## src/rtl/msgq_pkg.sv

```systemverilog
package msgq_pkg;
  localparam logic [1:0] OP_SEND   = 2'd0;
  localparam logic [1:0] OP_URGENT = 2'd1;
  localparam logic [1:0] OP_BCAST  = 2'd2;
  localparam logic [1:0] OP_RECV   = 2'd3;

  localparam logic [2:0] ST_OK       = 3'd0;
  localparam logic [2:0] ST_HANDOFF  = 3'd1;
  localparam logic [2:0] ST_BLOCKED  = 3'd2;
  localparam logic [2:0] ST_FULL     = 3'd3;
  localparam logic [2:0] ST_WAITFULL = 3'd4;

  // A new waiter goes ahead of a queued one only when strictly more urgent,
  // so equal priorities keep arrival order.
  function automatic logic jumps_ahead(input int unsigned newp, input int unsigned oldp);
    return newp > oldp;
  endfunction

  function automatic logic is_send(input logic [1:0] op);
    return (op == OP_SEND) || (op == OP_URGENT);
  endfunction
endpackage

```

## src/rtl/msgq_buffer.sv

```systemverilog
module msgq_buffer #(
  parameter int DEPTH = 8,
  parameter int W     = 16
) (
  input  logic                         clk,
  input  logic                         rst_n,
  input  logic                         push_tail,
  input  logic                         push_head,
  input  logic                         pop,
  input  logic [W-1:0]                 din,
  output logic [W-1:0]                 head,
  output logic [$clog2(DEPTH+1)-1:0]   count
);
  localparam int CW = $clog2(DEPTH+1);
  localparam int AW = (DEPTH > 1) ? $clog2(DEPTH) : 1;

  logic [W-1:0] mem [DEPTH];

  assign head = mem[0];

  always_ff @(posedge clk) begin
    if (!rst_n) begin
      count <= '0;
      for (int i = 0; i < DEPTH; i++) mem[i] <= '0;
    end else if (pop) begin
      for (int i = 0; i < DEPTH - 1; i++) mem[i] <= mem[i+1];
      count <= count - 1'b1;
    end else if (push_head) begin
      for (int i = 1; i < DEPTH; i++) mem[i] <= mem[i-1];
      mem[0] <= din;
      count  <= count + 1'b1;
    end else if (push_tail) begin
      mem[count[AW-1:0]] <= din;
      count <= count + 1'b1;
    end
  end
endmodule

```

## src/rtl/msgq_waitlist.sv

```systemverilog
module msgq_waitlist #(
  parameter int WDEPTH     = 8,
  parameter int TID_W      = 4,
  parameter int PRIO_W     = 4,
  parameter bit PRIO_ORDER = 1'b0
) (
  input  logic                          clk,
  input  logic                          rst_n,
  input  logic                          ins,
  input  logic [TID_W-1:0]              ins_tid,
  input  logic [PRIO_W-1:0]             ins_prio,
  input  logic                          pop,
  output logic [TID_W-1:0]              head_tid,
  output logic [$clog2(WDEPTH+1)-1:0]   count
);
  import msgq_pkg::*;
  localparam int CW = $clog2(WDEPTH+1);

  logic [TID_W-1:0]  tid_q  [WDEPTH];
  logic [PRIO_W-1:0] prio_q [WDEPTH];
  logic [CW-1:0]     slot;

  generate
    if (PRIO_ORDER) begin : g_prio
      always_comb begin
        slot = count;
        for (int i = WDEPTH - 1; i >= 0; i--)
          if (CW'(i) < count && jumps_ahead(int'(ins_prio), int'(prio_q[i])))
            slot = CW'(i);
      end
    end else begin : g_fifo
      assign slot = count;
    end
  endgenerate

  assign head_tid = tid_q[0];

  always_ff @(posedge clk) begin
    if (!rst_n) begin
      count <= '0;
      for (int i = 0; i < WDEPTH; i++) begin
        tid_q[i]  <= '0;
        prio_q[i] <= '0;
      end
    end else if (pop) begin
      for (int i = 0; i < WDEPTH - 1; i++) begin
        tid_q[i]  <= tid_q[i+1];
        prio_q[i] <= prio_q[i+1];
      end
      count <= count - 1'b1;
    end else if (ins) begin
      if (slot == '0) begin
        tid_q[0]  <= ins_tid;
        prio_q[0] <= ins_prio;
      end
      for (int i = 1; i < WDEPTH; i++) begin
        if (CW'(i) == slot) begin
          tid_q[i]  <= ins_tid;
          prio_q[i] <= ins_prio;
        end else if (CW'(i) > slot) begin
          tid_q[i]  <= tid_q[i-1];
          prio_q[i] <= prio_q[i-1];
        end
      end
      count <= count + 1'b1;
    end
  end
endmodule

```

## src/rtl/msgq_engine.sv

```systemverilog
module msgq_engine #(
  parameter int DEPTH         = 8,
  parameter int MSG_W         = 16,
  parameter int WDEPTH        = 8,
  parameter int TID_W         = 4,
  parameter int PRIO_W        = 4,
  parameter bit PRIO_ORDER    = 1'b0,
  parameter bit BLOCK_ON_FULL = 1'b0
) (
  input  logic                         clk,
  input  logic                         rst_n,
  input  logic                         cmd_valid,
  input  logic [1:0]                   cmd_op,
  input  logic [TID_W-1:0]             cmd_tid,
  input  logic [PRIO_W-1:0]            cmd_prio,
  input  logic [MSG_W-1:0]             cmd_msg,
  output logic                         busy,
  output logic                         res_valid,
  output logic [2:0]                   res_status,
  output logic [MSG_W-1:0]             res_msg,
  output logic [TID_W-1:0]             res_tid,
  output logic [$clog2(WDEPTH+1)-1:0]  res_count,
  output logic                         wake_valid,
  output logic [TID_W-1:0]             wake_tid,
  output logic [MSG_W-1:0]             wake_msg
);
  import msgq_pkg::*;
  localparam int MCW = $clog2(DEPTH+1);
  localparam int WCW = $clog2(WDEPTH+1);

  logic [MCW-1:0]   m_count;
  logic [MSG_W-1:0] m_head;
  logic [WCW-1:0]   w_count;
  logic [TID_W-1:0] w_head;
  logic             in_bcast;
  logic [MSG_W-1:0] bc_msg;
  logic [WCW-1:0]   bc_n;

  // Named internal events, also observed by the checker.
  logic accept, m_full, m_empty, w_full, w_empty;
  logic do_handoff, do_tail, do_head, do_take, do_wait, w_pop;

  assign busy    = in_bcast;
  assign accept  = cmd_valid && !in_bcast;
  assign m_full  = (m_count == MCW'(DEPTH));
  assign m_empty = (m_count == '0);
  assign w_full  = (w_count == WCW'(WDEPTH));
  assign w_empty = (w_count == '0);

  assign do_handoff = accept && is_send(cmd_op) && !w_empty;
  assign do_tail    = accept && (cmd_op == OP_SEND)   && w_empty && !m_full;
  assign do_head    = accept && (cmd_op == OP_URGENT) && w_empty && !m_full;
  assign do_take    = accept && (cmd_op == OP_RECV)   && !m_empty;
  assign do_wait    = accept && (cmd_op == OP_RECV)   && m_empty && !w_full;
  assign w_pop      = do_handoff || in_bcast;

  msgq_buffer #(.DEPTH(DEPTH), .W(MSG_W)) u_buf (
    .clk(clk), .rst_n(rst_n),
    .push_tail(do_tail), .push_head(do_head), .pop(do_take),
    .din(cmd_msg), .head(m_head), .count(m_count)
  );

  msgq_waitlist #(.WDEPTH(WDEPTH), .TID_W(TID_W), .PRIO_W(PRIO_W),
                  .PRIO_ORDER(PRIO_ORDER)) u_wait (
    .clk(clk), .rst_n(rst_n),
    .ins(do_wait), .ins_tid(cmd_tid), .ins_prio(cmd_prio),
    .pop(w_pop), .head_tid(w_head), .count(w_count)
  );

  always_ff @(posedge clk) begin
    if (!rst_n) begin
      in_bcast   <= 1'b0;
      bc_msg     <= '0;
      bc_n       <= '0;
      res_valid  <= 1'b0;
      res_status <= ST_OK;
      res_msg    <= '0;
      res_tid    <= '0;
      res_count  <= '0;
      wake_valid <= 1'b0;
      wake_tid   <= '0;
      wake_msg   <= '0;
    end else begin
      res_valid  <= 1'b0;
      wake_valid <= 1'b0;
      if (accept) begin
        res_valid <= 1'b1;
        res_tid   <= cmd_tid;
        res_msg   <= cmd_msg;
        res_count <= '0;
        unique case (cmd_op)
          OP_SEND, OP_URGENT: begin
            if (!w_empty) begin
              res_status <= ST_HANDOFF;
              res_tid    <= w_head;
              wake_valid <= 1'b1;
              wake_tid   <= w_head;
              wake_msg   <= cmd_msg;
            end else if (!m_full) begin
              res_status <= ST_OK;
            end else begin
              res_status <= BLOCK_ON_FULL ? ST_BLOCKED : ST_FULL;
            end
          end
          OP_BCAST: begin
            res_status <= ST_OK;
            if (!w_empty) begin
              res_valid <= 1'b0;
              in_bcast  <= 1'b1;
              bc_msg    <= cmd_msg;
              bc_n      <= '0;
            end
          end
          default: begin
            if (!m_empty) begin
              res_status <= ST_OK;
              res_msg    <= m_head;
            end else if (!w_full) begin
              res_status <= ST_BLOCKED;
            end else begin
              res_status <= ST_WAITFULL;
            end
          end
        endcase
      end
      if (in_bcast) begin
        wake_valid <= 1'b1;
        wake_tid   <= w_head;
        wake_msg   <= bc_msg;
        bc_n       <= bc_n + 1'b1;
        if (w_count == WCW'(1)) begin
          in_bcast   <= 1'b0;
          res_valid  <= 1'b1;
          res_status <= ST_OK;
          res_msg    <= bc_msg;
          res_count  <= bc_n + 1'b1;
        end
      end
    end
  end
endmodule

```

## config.mk

```make
export PLATFORM = sky130hd
export DESIGN_NAME = msgq_engine
export DESIGN_NICKNAME = d
export VERILOG_FILES = /design/src/rtl/msgq_pkg.sv /design/src/rtl/msgq_buffer.sv /design/src/rtl/msgq_waitlist.sv /design/src/rtl/msgq_engine.sv
export SDC_FILE = /design/constraint.sdc
export NUM_CORES = 1
export LEC_CHECK = 0
export BUFFER_PORTS_ARGS = -buffer_cell sky130_fd_sc_hd__buf_2
export CORE_MARGIN = 3
export CORE_UTILIZATION = 38
export DETAILED_ROUTE_END_ITERATION = 7
export GPL_TIMING_DRIVEN = 0
export MAX_ROUTING_LAYER = met4
export SETUP_SLACK_MARGIN = 0.15
export SLEW_MARGIN = 25
export SYNTH_ARGS = -nofsm -noshare
export SYNTH_HDL_FRONTEND = slang
export SYNTH_SLANG_ARGS = --single-unit
```

## constraint.sdc

```tcl
create_clock -name clk -period 4.34 [get_ports clk]
set_input_delay 0.217 -clock clk [delete_from_list [all_inputs] [get_ports clk]]
set_output_delay 0.217 -clock clk [all_outputs]
set_load 0.005 [all_outputs]
```

Word-level counts from Yosys, hierarchy flattened
Memories as Yosys holds them, arrays and structs flattened.
Cells that the tools add are included.
- order comparisons: 7
- equal/unequal tests: 14
- bitwise operators: 38
- add/subtract/negate cells: 5
- mux-type cells: 186
- reductions and logical operators: 34
- operator list (kind ; count):
    2-to-1 mux 16 bit ; 25
    2-to-1 mux 4 bit ; 40
    2-to-1 mux 1 bit ; 112
    bitwise OR 1 bit ; 37
    2-to-1 mux 3 bit ; 6
    == test 3 x 4 -> 1 bit, first input constant ; 4
    greater-than comparator 3 x 4 -> 1 bit, first input constant ; 4
    OR reduction 16 bit ; 1
    logical AND 1 bit ; 13
    adder 4 x 1 -> 4 bit, second input constant ; 3
    AND reduction 3 bit ; 3
    == test 2 x 4 -> 1 bit, first input constant ; 2
    == test 4 bit, second input constant ; 2
    greater-than comparator 2 x 4 -> 1 bit, first input constant ; 2
    zero test 4 bit ; 2
    nonzero test 2 bit ; 4
    subtractor 4 x 1 -> 4 bit, second input constant ; 2
    case mux 3 bit (2 select lines) ; 1
    zero test 1 bit ; 5
    == test 1 x 4 -> 1 bit, first input constant ; 1
    == test 2 bit, second input constant ; 2
    == test 4 x 1 -> 1 bit, second input constant ; 1
    greater-than comparator 1 x 4 -> 1 bit, first input constant ; 1
    2-to-1 mux 2 bit ; 2
    other kinds (8) ; 9
- memories: 2
- register bits after elaboration: 78
- logic and storage cells: 299
- bits in writable memories: 160
- input port bits: 29
- memory list (name ; words ; bits a word ; read ports ; clocked after Yosys merged registers in ; write ports ; line ; RTL):
    u_buf.mem ; 8 ; 16 ; 8 ; 0 ; 8 ; msgq_buffer.sv:17 ; logic [W-1:0] mem [DEPTH];
    u_wait.tid_q ; 8 ; 4 ; 8 ; 0 ; 8 ; msgq_waitlist.sv:19 ; logic [TID_W-1:0] tid_q [WDEPTH];

Logic depth before layout (Yosys ltp)
- depth in word-level cells: 12
- depth in mapped cells: 11
- mapped depth without buffers: 8

Hierarchy
From an unflattened synthesis, not the netlist that was laid out.
- cells, all modules: 1054
- area, all modules: 11990.2 sq um
- by module, submodules not included (module ; cells an instance ; instances ; area each (sq um)):
    msgq_buffer ; 499 ; 1 ; 6667.6
    msgq_engine ; 340 ; 1 ; 3064.2
    msgq_waitlist ; 215 ; 1 ; 2258.4

Worst setup path after synthesis
Ideal clock, no wire load.
- path kind: register to register
- start: register u_wait.count[0]
- end: memory u_buf.mem[0][0], enable pin
- arrival time: 3280 ps
- stages on the path, launching flop included: 6
- required time: 3905 ps
- buffers on the path: 0
- path slack: 624 ps
- library setup time: 435 ps
- cells stage by stage: dfxtp_1 > inv_1 > ha_1 > or3b_1 > or3_4 > o41ai_1
- RTL lines (element ; line ; RTL):
    start, declared ; msgq_waitlist.sv:14 ; output logic [$clog2(WDEPTH+1)-1:0] count
    start signal, assigned ; msgq_waitlist.sv:50 ; count <= count - 1'b1;
    start signal, assigned ; msgq_waitlist.sv:65 ; count <= count + 1'b1;
    end, declared ; msgq_buffer.sv:17 ;

==> impl_metrics.toml <==
[worst_setup_path]
rr_endpoint = "u_buf.mem[4][10]$_DFFE_PP_"
critPathKind = "flip-flop to flip-flop"
critical_path_arrival_ns = 3.64
r2r_slack_ns = 0.87
r2r_start = "u_wait.count[0]$_SDFFE_PN0P_"
r2r_cells = 6
endpoint_kind = "flip-flop"
cp.required_ns = 4.51
start_kind = "flip-flop"
cp_max_fo = 16

[clock_tree]
cts_buffer_depth = 3
clkSinkCount = 238
cts_root_buf = "clkbuf_16"
cts_setup_buffers = 0
path_clk_slew_ns = 0.06
cts_tree = "done"
cts_resized = 0
cts_buffers = 26
htreeDepth = 1
postCtsHoldBufs = 0
worstSkewPairLatency_ns = 0.54

[sta]
drv_slew = 0
setup_violations = 0
finalSetupTns_ns = 0
max_freq_mhz = 288
fin_skew_ns = 0.0176
slew_headroom_pct = 34.7
period_needed_ns = 3.47
hold_violations = 0
fin_crit_sh_pct = 79.9
rsz0062_at_grt = "false"
worstMarginPinSlew_ns = 0.972
worst_slack_ns = 0.871

[logic_synthesis]
synth_common_cells = "160 x edfxtp_1, 124 x nand2_1, 86 x nor2_1"
synth_warnings = 0
yosys.area.top_type = "edfxtp_1"
ys_ff_latch = 238
synth.area.top_cells = "edfxtp_1 41%, dfxtp_1 13%, a22o_1 6.0%"
synth.top_cell.area_share_pct = 40.9
synth_area_sq_um = 11700
yosysMostFrequentCell = "edfxtp_1"
synth_enable_flop_cells = 160
yosysUniqueCellTypes = 75
synthCells = 1083
syn-num-nets = 1121
seq_area_frac_synth_pct = 54.2
synth-main-ff-cell = "edfxtp_1"
synth_area_per_cell_sq_um = 10.8
async_flop_share_pct = 0

[pwr]
intPower_w = 0.00474
seq_power_share_pct = 45.2
leakage_nw = 5.40
ir_drop_mv = 0.291
combPwrFrac_pct = 23.5
cellPowerDensity_nw_per_um2 = 522
power.switching_w = 0.00227
clockPowerShare_pct = 31.3
switching_share_pct = 32.4

[cells_and_area]
finalInstanceArea_sq_um = 13400
layout-drive-gt1-share_pct = 14.2
antennaDiodeCount = 0
instances_no_fill = 1591
fin_nets = 1220
post-route-util_pct = 44.7
fillers = 2879
area_growth_pct = 14.4

[route]
drc = 0
dr.pass1.iters = 5
drt_iter0_drc = 907
drtAntennaViolNets = 0
post_drt_wl_per_cell_um = 21.4
wl_um = 34000
vias_per_cell = 5.84
via_count = 9294

[min_path]
hold_start = "cmd_msg[12]"
worstHoldEndpoint = "wake_msg[12]$_SDFFE_PN0P_"
holdPathStages = 3
hold_class = "input pin to flip-flop"

[placed_design]
placed_cell_area_sq_um = 12600
io_buffers = 68
hpwl_um = 25300
place_congestion = 0.899
dp_slack_ns = 0.893
dp_cells = 1544

[global_route]
grt_max_degree = 17
grt_antenna_before_repair = 1
grt_pass1_vias = 9342
grt.overflow.total = 0
grt_pass1_wl_um = 52900
grt.total_usage_pct = 20.4

[floorplanning]
io_pins = 79
fp.dieH_um = 182
die_x_um = 182
row_count = 63
start_util_pct = 39.1
die-area_sq_um = 33000
core-area_sq_um = 30000

[job]
drv_cap = 0

[outcome]
status = "completed"
==> kinds of logic after synthesis <==
logic type / share of synthesized area [%]
xor gates and xnor gates: 0.298
AOI/OAI and AO/OA: 22.3
muxes: 4.28
and+or+nand+nor: 13.3
adders and majority gates: 1.02
DFF: 54.2
buffers and inverters: 4.62
==> layout by cell type, fill, tap and decap left out, drive strengths merged, types with 5 or more instances in the layout <==
cell type	n
edfxtp	160
nand2	124
buf	110
clkbuf	102
nor2	87
a22o	80
dfxtp	78
a22oi	54
a21o	50
mux2i	48
o21ai	43
a21oi	39
a211oi	22
inv	21
nor3	17
nand2b	12
a221oi	11
nor4	10
clkinv	9
a31oi	8
ha	8
nand3	7
nor2b	6
a32o	6
a32oi	6
a2bb2oi	5
o221ai	5
==> metal layers <==
layer	routed length [um]	vias to the layer above	track usage, %	share of wire, %
met5	0	-	-	0
met4	792	0	5.09	2.3
met3	2020	66	2.78	5.9
met2	16100	308	32.3	47
met1	15100	4607	27.9	44
li1	-	4313	-	-
==> power groups by stage <==
| stage | registers [W] | clock network (W) | logic [W] |
|---|---|---|---|
| 2_1_floorplan | 0.00311 | 0 | 0.00112 |
| 3_3_place_gp | 0.00320 | 0 | 0.00161 |
| 3_5_place_dp | 0.00321 | 0 | 0.00163 |
| 4_1_cts | 0.00316 | 0.00224 | 0.00164 |
| 5_1_grt | 0.00320 | 0.00233 | 0.00181 |
| 6_report | 0.00316 | 0.00220 | 0.00165 |
==> worst max-delay path, cell delays in order, from the launching register on <==
cell and delay (ns):
dfxtp_1 0.39, inv_1 0.14, ha_1 0.27, or3b_1 0.44, buf_2 0.25, nor4_2 0.86, nand2b_1 0.73
==> final cells by class <==
| class | count | area (sq um) | share of cell area, % |
|---|---|---|---|
| buffer | 107 | 472 | 3.51 |
| clock buffer | 34 | 707 | 5.27 |
| clock inverter | 13 | 126 | 0.941 |
| inverter | 19 | 71.3 | 0.531 |
| multi-input combinational | 719 | 4840 | 36.1 |
| sequential | 238 | 6370 | 47.4 |
| tap | 390 | 488 | 3.63 |
| timing repair buffer | 71 | 355 | 2.65 |
==> through the flow <==
step / total power [W] / hold WS (ns)
finish: 0.00701 / 0.0222
global route: 0.00734 / 0.0339
CTS: 0.00704 / 0.00629
detailed placement: 0.00484 / 0.442
global placement: 0.00482 / 0.439
floorplan: 0.00423 / 0.448
==> flip-flops by register name (all words and copies together), names as in the netlist <==
register,flops
bc_msg,16
bc_n,4
busy,1
res_count,4
res_msg,16
res_status,3
res_tid,4
res_valid,1
u_buf.count,4
u_buf.mem,128
u_wait.count,4
u_wait.tid_q,32
wake_msg,16
wake_tid,4
wake_valid,1
==> worst max path at each step <==
stage                                  from  slack [ns]                         end
2_1_floorplan  u_wait.count[0]$_SDFFE_PN0P_        0.62   u_buf.mem[0][0]$_DFFE_PP_
3_3_place_gp   u_wait.count[0]$_SDFFE_PN0P_       -0.49   u_buf.mem[0][9]$_DFFE_PP_
3_5_place_dp   u_wait.count[0]$_SDFFE_PN0P_        0.89   u_buf.mem[4][8]$_DFFE_PP_
4_1_cts        u_wait.count[0]$_SDFFE_PN0P_        0.89   u_buf.mem[4][3]$_DFFE_PP_
5_1_grt        u_wait.count[0]$_SDFFE_PN0P_        0.65   u_buf.mem[4][3]$_DFFE_PP_
6_report       u_wait.count[0]$_SDFFE_PN0P_        0.87  u_buf.mem[4][10]$_DFFE_PP_
Power figures use the tool's default switching activity.
